===== config.mk =====
export PLATFORM = sky130hd
export DESIGN_NAME = lcdc_cfg_regs
export DESIGN_NICKNAME = d
export VERILOG_FILES = /design/src/rtl/lcdc_cfg_pkg.sv /design/src/rtl/lcdc_mode_reg.sv /design/src/rtl/lcdc_led_latch.sv /design/src/rtl/lcdc_cg_writer.sv /design/src/rtl/lcdc_cfg_regs.sv
export SDC_FILE = /design/constraint.sdc
export NUM_CORES = 1
export LEC_CHECK = 0
export BUFFER_PORTS_ARGS = -buffer_cell sky130_fd_sc_hd__buf_2
export CAP_MARGIN = 10
export CORE_MARGIN = 4
export CORE_UTILIZATION = 30
export CTS_CLUSTER_DIAMETER = 30
export DETAILED_ROUTE_END_ITERATION = 8
export GPL_ROUTABILITY_DRIVEN = 0
export HOLD_SLACK_MARGIN = 0.02
export PLACE_DENSITY = 0.62
export RECOVER_POWER = 100
export SLEW_MARGIN = 20
export SYNTH_ARGS = -nofsm -noshare
export SYNTH_HDL_FRONTEND = slang
export SYNTH_SLANG_ARGS = --single-unit

===== constraint.sdc =====
create_clock -name clk -period 1.55 [get_ports clk]
set_input_delay 0.31 -clock clk [delete_from_list [all_inputs] [get_ports clk]]
set_output_delay 0.31 -clock clk [all_outputs]
set_load 0.005 [all_outputs]

===== src/rtl/lcdc_cfg_pkg.sv =====
package lcdc_cfg_pkg;

    typedef logic [7:0] cfg_byte_t;

    // bit positions inside the mode and status bytes
    localparam int MODE_DUTY_BIT  = 0;
    localparam int MODE_SLAVE_BIT = 1;
    localparam int MODE_SUP_BIT   = 2;
    localparam int RUN_LCD_BIT    = 0;
    localparam int RUN_LED_BIT    = 1;
    localparam int RUN_KEY_BIT    = 2;

    typedef struct packed {
        logic duty15;
        logic slave;
        logic int_sup;
    } mode_t;

    typedef struct packed {
        logic lcd_on;
        logic led_en;
        logic key_run;
    } run_t;

    localparam mode_t MODE_POR = '{duty15: 1'b0, slave: 1'b0, int_sup: 1'b0};
    // run flags left behind by reset and by any mode change
    localparam run_t  RUN_IDLE = '{lcd_on: 1'b0, led_en: 1'b1, key_run: 1'b0};

    function automatic mode_t decode_mode(input cfg_byte_t b);
        mode_t m;
        m.duty15  = b[MODE_DUTY_BIT];
        m.slave   = b[MODE_SLAVE_BIT];
        m.int_sup = b[MODE_SUP_BIT];
        return m;
    endfunction

    function automatic run_t decode_run(input cfg_byte_t b);
        run_t r;
        r.lcd_on  = b[RUN_LCD_BIT];
        r.led_en  = b[RUN_LED_BIT];
        r.key_run = b[RUN_KEY_BIT];
        return r;
    endfunction

endpackage


===== src/rtl/lcdc_mode_reg.sv =====
module lcdc_mode_reg
    import lcdc_cfg_pkg::*;
(
    input  logic      clk,
    input  logic      rst_n,
    input  logic      mode_wr,
    input  logic      stat_wr,
    input  cfg_byte_t wr_byte,
    output mode_t     mode_o,
    output run_t      run_o
);

    typedef struct packed {
        mode_t mode;
        run_t  run;
    } state_t;

    state_t st_d, st_q;
    mode_t  req_mode;

    always_comb begin
        st_d     = st_q;
        req_mode = decode_mode(wr_byte);
        if (mode_wr) begin
            if (req_mode != st_q.mode) begin
                st_d.mode = req_mode;
                st_d.run  = RUN_IDLE;
            end
        end else if (stat_wr) begin
            st_d.run = decode_run(wr_byte);
        end
    end

    always_ff @(posedge clk or negedge rst_n) begin
        if (!rst_n) begin
            st_q.mode <= MODE_POR;
            st_q.run  <= RUN_IDLE;
        end else begin
            st_q <= st_d;
        end
    end

    assign mode_o = st_q.mode;
    assign run_o  = st_q.run;


    mode_force_chk: assert property (@(posedge clk) disable iff (!rst_n)
        (mode_wr && decode_mode(wr_byte) != st_q.mode)
        |=> (!run_o.lcd_on && run_o.led_en && !run_o.key_run));


    same_mode_chk: assert property (@(posedge clk) disable iff (!rst_n)
        (mode_wr && decode_mode(wr_byte) == st_q.mode) |=> $stable(st_q));


    stat_keeps_mode_chk: assert property (@(posedge clk) disable iff (!rst_n)
        stat_wr |=> $stable(mode_o));

endmodule


===== src/rtl/lcdc_led_latch.sv =====
module lcdc_led_latch
    import lcdc_cfg_pkg::*;
#(
    parameter int LED_CNT = 4
) (
    input  logic               clk,
    input  logic               rst_n,
    input  logic               led_wr,
    input  cfg_byte_t          wr_byte,
    input  logic               led_en,
    output logic [LED_CNT-1:0] led_drive
);

    logic [LED_CNT-1:0] latch_d, latch_q;

    always_comb begin
        latch_d = latch_q;
        if (led_wr) begin
            latch_d = wr_byte[LED_CNT-1:0];
        end
    end

    always_ff @(posedge clk or negedge rst_n) begin
        if (!rst_n) begin
            latch_q <= '0;
        end else begin
            latch_q <= latch_d;
        end
    end

    for (genvar i = 0; i < LED_CNT; i++) begin : g_sink
        assign led_drive[i] = latch_q[i] & led_en;
    end


    led_hold_chk: assert property (@(posedge clk) disable iff (!rst_n)
        !led_wr |=> $stable(latch_q));

endmodule


===== src/rtl/lcdc_cg_writer.sv =====
module lcdc_cg_writer
    import lcdc_cfg_pkg::*;
#(
    parameter int CG_CHARS = 16,
    parameter int DOT_W    = 5
) (
    input  logic                          clk,
    input  logic                          rst_n,
    input  logic                          addr_wr,
    input  logic                          font_wr,
    input  cfg_byte_t                     wr_byte,
    output logic                          cg_we,
    output logic [$clog2(CG_CHARS)-1:0]   cg_char,
    output logic [$bits(cfg_byte_t)-DOT_W-1:0] cg_row,
    output logic [DOT_W-1:0]              cg_dots
);

    localparam int BYTE_W   = $bits(cfg_byte_t);
    localparam int CHAR_W   = $clog2(CG_CHARS);
    localparam int ROW_W    = BYTE_W - DOT_W;
    localparam logic [ROW_W-1:0]  ROW_SKIP  = '1;
    localparam logic [BYTE_W-1:0] CHAR_LIM  = BYTE_W'(CG_CHARS);

    typedef struct packed {
        logic [CHAR_W-1:0] chr;
        logic              tgt_ok;
        logic              we;
        logic [ROW_W-1:0]  row;
        logic [DOT_W-1:0]  dots;
    } cg_state_t;

    cg_state_t cg_d, cg_q;
    logic [ROW_W-1:0] row_in;

    always_comb begin
        cg_d    = cg_q;
        cg_d.we = 1'b0;
        row_in  = wr_byte[BYTE_W-1 -: ROW_W];
        if (addr_wr) begin
            cg_d.chr    = wr_byte[CHAR_W-1:0];
            cg_d.tgt_ok = (wr_byte < CHAR_LIM);
        end else if (font_wr && cg_q.tgt_ok && row_in != ROW_SKIP) begin
            cg_d.we   = 1'b1;
            cg_d.row  = row_in;
            cg_d.dots = wr_byte[DOT_W-1:0];
        end
    end

    always_ff @(posedge clk or negedge rst_n) begin
        if (!rst_n) begin
            cg_q.chr    <= '0;
            cg_q.tgt_ok <= 1'b1;
            cg_q.we     <= 1'b0;
            cg_q.row    <= '0;
            cg_q.dots   <= '0;
        end else begin
            cg_q <= cg_d;
        end
    end

    assign cg_we   = cg_q.we;
    assign cg_char = cg_q.chr;
    assign cg_row  = cg_q.row;
    assign cg_dots = cg_q.dots;


    row_skip_chk: assert property (@(posedge clk) disable iff (!rst_n)
        (font_wr && wr_byte[BYTE_W-1 -: ROW_W] == ROW_SKIP) |=> !cg_we);


    strobe_source_chk: assert property (@(posedge clk) disable iff (!rst_n)
        !font_wr |=> !cg_we);


    bad_target_chk: assert property (@(posedge clk) disable iff (!rst_n)
        (addr_wr && wr_byte >= CHAR_LIM) ##1 font_wr |=> !cg_we);

endmodule


===== src/rtl/lcdc_cfg_regs.sv =====
module lcdc_cfg_regs
    import lcdc_cfg_pkg::*;
#(
    parameter int LED_CNT  = 4,
    parameter int CG_CHARS = 16,
    parameter int DOT_W    = 5,
    localparam int CHAR_W  = $clog2(CG_CHARS),
    localparam int ROW_W   = $bits(cfg_byte_t) - DOT_W
) (
    input  logic               clk,
    input  logic               rst_n,
    input  logic               mode_wr,
    input  logic               stat_wr,
    input  logic               led_wr,
    input  logic               addr_wr,
    input  logic               font_wr,
    input  logic [7:0]         wr_byte,
    output logic               duty_15,
    output logic               slave_mode,
    output logic               int_supply,
    output logic               lcd_on,
    output logic               led_enable,
    output logic               key_scan_run,
    output logic               hi_pos_en,
    output logic [LED_CNT-1:0] led_drive,
    output logic               cg_we,
    output logic [CHAR_W-1:0]  cg_char,
    output logic [ROW_W-1:0]   cg_row,
    output logic [DOT_W-1:0]   cg_dots
);

    mode_t mode;
    run_t  run;

    lcdc_mode_reg i_mode_reg (
        .clk     (clk),
        .rst_n   (rst_n),
        .mode_wr (mode_wr),
        .stat_wr (stat_wr),
        .wr_byte (wr_byte),
        .mode_o  (mode),
        .run_o   (run)
    );

    lcdc_led_latch #(.LED_CNT(LED_CNT)) i_led_latch (
        .clk       (clk),
        .rst_n     (rst_n),
        .led_wr    (led_wr),
        .wr_byte   (wr_byte),
        .led_en    (run.led_en),
        .led_drive (led_drive)
    );

    lcdc_cg_writer #(.CG_CHARS(CG_CHARS), .DOT_W(DOT_W)) i_cg_writer (
        .clk     (clk),
        .rst_n   (rst_n),
        .addr_wr (addr_wr),
        .font_wr (font_wr),
        .wr_byte (wr_byte),
        .cg_we   (cg_we),
        .cg_char (cg_char),
        .cg_row  (cg_row),
        .cg_dots (cg_dots)
    );

    assign duty_15      = mode.duty15;
    assign slave_mode   = mode.slave;
    assign int_supply   = mode.int_sup;
    assign lcd_on       = run.lcd_on;
    assign led_enable   = run.led_en;
    assign key_scan_run = run.key_run;
    assign hi_pos_en    = ~mode.duty15;


    strobe_excl_chk: assert property (@(posedge clk) disable iff (!rst_n)
        $onehot0({mode_wr, stat_wr, led_wr, addr_wr, font_wr}));


    led_gate_chk: assert property (@(posedge clk) disable iff (!rst_n)
        !led_enable |-> (led_drive == '0));

endmodule


==> results.sh <==
export IMPL_hold_path_end="i_cg_writer.cg_dots[4]"
export IMPL_start_kind="register"
export IMPL_min_path_type="in2reg"
export IMPL_crit_type="reg2reg"
export IMPL_fmax_mhz=680
export IMPL_maxCapViolCount=0
export IMPL_vias=683
export IMPL_synth_fp_nets=93
export IMPL_multi_input_area_sq_um=377
export IMPL_die_x_um=68.1
export IMPL_port_buffers=38
export IMPL_ys_warn_count=0
export IMPL_ant_nets=0
export IMPL_cts_tree="built"
export IMPL_drc_errors=0
export IMPL_m1WireLength_um=1030
export IMPL_vias_per_cell=4.44
export IMPL_syn_inst=78
export IMPL_leakagePower_uw=0.000567
export IMPL_p_per_area_nw_per_um2=1030
export IMPL_ys_ff_latch=24
export IMPL_arrival_ns=1.67
export IMPL_whs_path_depth=2
export IMPL_fin_skew_ns=0.000893
export IMPL_die_h_um=68.1
export IMPL_clkTransAtPathRegs_ns=0.12
export IMPL_nNetsFinal=125
export IMPL_syn_area_sq_um=1080
export IMPL_crit_required_ns=1.75
export IMPL_htreeDepth=1
export IMPL_grt_max_degree=25
export IMPL_tns_ns=0
export IMPL_dieArea_sq_um=4640
export IMPL_worst_pin_slew_ns=0.583
export IMPL_start_util_pct=31.8
export IMPL_hold_viol_final=0
export IMPL_fin_crit_sh_pct=94.9
export IMPL_cts_resized=0
export IMPL_syn_area_per_cell_sq_um=13.9
export IMPL_fillers=355
export IMPL_area_growth_pct=16.0
export IMPL_cp_cell_sequence="nand3b_4 > a31oi_4 > mux2_2"
export IMPL_hpwl_um=1690
export IMPL_clock_path_buffers=2
export IMPL_cts_inserted_buffers=3
export IMPL_wl_um=2170
export IMPL_peakVddDrop_mv=0.381
export IMPL_grt_antenna_before_repair=0
export IMPL_layout_drive_gt1_share_pct=45.4
export IMPL_rrSetupSlack_ns=0.08
export IMPL_dr_wl_met2_um=970
export IMPL_synth_seq_area_share_pct=55.6
export IMPL_first_global_vias=738
export IMPL_core_sq_um=3420
export IMPL_regArea_sq_um=603
export IMPL_timing_rr_end="i_cg_writer.cg_dots[0]"
export IMPL_worst_r2r_path_depth=3
export IMPL_holdBufCountCts=1
export IMPL_critPathCaptureType="register"
export IMPL_first_iter_violations=7
export IMPL_critPathMaxStageDelay_ns=0.58
export IMPL_rsz0062_at_grt="no"
export IMPL_dr_max_layer_used="met3"
export IMPL_worst_path_max_fanout=9
export IMPL_setup_viol=0
export IMPL_cts_sinks=24
export IMPL_grt_usage_pct=10.0
export IMPL_cp_slowest_cell="dfstp_1"
export IMPL_post_cts_buffers=0
export IMPL_cts_root_buffer="clkbuf_4"
export IMPL_insertion_delay_ns=0.30
export IMPL_r2r_start="i_cg_writer.cg_q[9]"
export IMPL_rows=21
export IMPL_crit_family="flip-flops"
export IMPL_finalWorstSetupSlack_ns=0.0790
export IMPL_antenna_cells=0
export IMPL_avgRoutedWirePerCell_um=14.1
export IMPL_slew_viol_final=0
export IMPL_ios=39
export IMPL_ys_types=18
export IMPL_grt_pass1_wl_um=3460
export IMPL_overflow=0
export IMPL_hp_start="wr_byte[4]"
export IMPL_slew_limit_headroom_pct=61.1
export IMPL_pre_cts_ws_ns=0.102
export IMPL_path_buf_inv=0
export IMPL_drtPass1Iterations=4
export IMPL_status="completed"
export IMPL_wl_met3_um=164
export IMPL_min_period_ns=1.47
[cell families after synthesis]
logic type / count (synthesis) / share of synthesized area (%)
xor gates and xnor gates: 3 / 2.42
DFF: 24 / 55.6
and+or+nand+nor: 8 / 5.65
buffers and inverters: 16 / 9.69
muxes: 19 / 19.5
AOI/OAI and AO/OA: 8 / 7.15
[layout make-up]
type	count	area share, %
inverter	3	0.895
multi-input combinational	38	29.9
tap	46	4.57
sequential	24	47.9
timing repair buffer	40	14.9
clock buffer	3	1.79
[layer usage]
metal | vias to the layer above | GRT usage (%)
li1 | 323 | -
met1 | 331 | 13.7
met2 | 29 | 15.9
met3 | 0 | 2.63
met4 | 0 | 2.23
met5 | - | 0
[registers in the layout, summed over array words and instances, names as in the netlist]
signal,count
i_cg_writer.cg_row,3
i_cg_writer.cg_char,4
i_cg_writer.cg_q,1
i_mode_reg.run_o,3
i_cg_writer.cg_dots,5
i_mode_reg.mode_o,3
i_cg_writer.cg_we,1
i_led_latch.latch_q,4
[synth_stat cells]
library cell  count  area [sq um]
nand4_1           1          6.26
o22ai_1           2          12.5
clkbuf_1          1          3.75
nand3b_4          1          20.0
dfrtp_1          22           551
inv_1             3          11.3
nand2_1           1          3.75
o22a_2            3          30.0
a31oi_4           1          21.3
and2_1            4          25.0
nor4_1            1          6.26
dfstp_2           2          52.6
o21ai_0           1          5.00
xnor2_1           3          26.3
mux2i_1           2          20.0
mux2_2           17           191
o22a_1            1          8.76
buf_4            12          90.1
[how the worst max path moves through the flow]
| stage | start | endpoint | cells after the start |
|---|---|---|---|
| after global placement | i_cg_writer.cg_q[9] | i_cg_writer.cg_dots[3] | 3 |
| final | i_cg_writer.cg_q[9] | i_cg_writer.cg_dots[0] | 3 |
| after detailed placement | i_cg_writer.cg_q[9] | i_cg_writer.cg_dots[0] | 3 |
| after global routing | i_mode_reg.run_o[1] | led_drive[2] | 2 |
| after CTS | i_cg_writer.cg_q[9] | i_cg_writer.cg_dots[0] | 3 |
| after floorplan | i_cg_writer.cg_q[9] | i_cg_writer.cg_dots[0] | 3 |
[stage by stage]
stage / cell area (sq um) / total power (uW) / hold slack [ns] / instances / utilization (%)
finish: 1260 / 1300 / 0.262 / 154 / 36.8
global route: 1260 / 1390 / 0.240 / 154 / 36.8
CTS: 1280 / 1340 / 0.254 / 154 / 37.4
detailed placement: 1250 / 1070 / 0.322 / 150 / 36.5
global placement: 1250 / 1060 / 0.315 / 150 / 36.5
floorplan: 1080 / 988 / 0.0144 / 78 / -
[placed cells by master (no fill, tap or decap)]
cell type	synthesis	routed
o21ai_0	1	1
dfstp_1	0	1
dlygate4sd3_1	0	1
clkbuf_2	0	1
nor4_1	1	1
a31oi_4	1	1
o22a_2	3	3
o22a_1	1	1
buf_1	0	1
xnor2_1	3	3
and2_1	4	4
clkbuf_1	1	15
mux2i_1	2	2
clkbuf_4	0	3
o22ai_1	2	2
nand3b_4	1	1
dfstp_2	2	1
nand4_1	1	1
buf_2	0	21
inv_1	3	3
mux2_2	17	17
nand2_1	1	1
dfrtp_1	22	22
buf_4	12	1
[power by group]
group / leakage [uW] / total [uW] / switching (uW) / internal (uW)
Combinational: 0.000261 / 267 / 118 / 149
Clock: 0.0000138 / 259 / 168 / 90.5
Sequential: 0.000292 / 770 / 53.6 / 717
Total: 0.000567 / 1300 / 340 / 956
(Power assumes the default switching activity.)
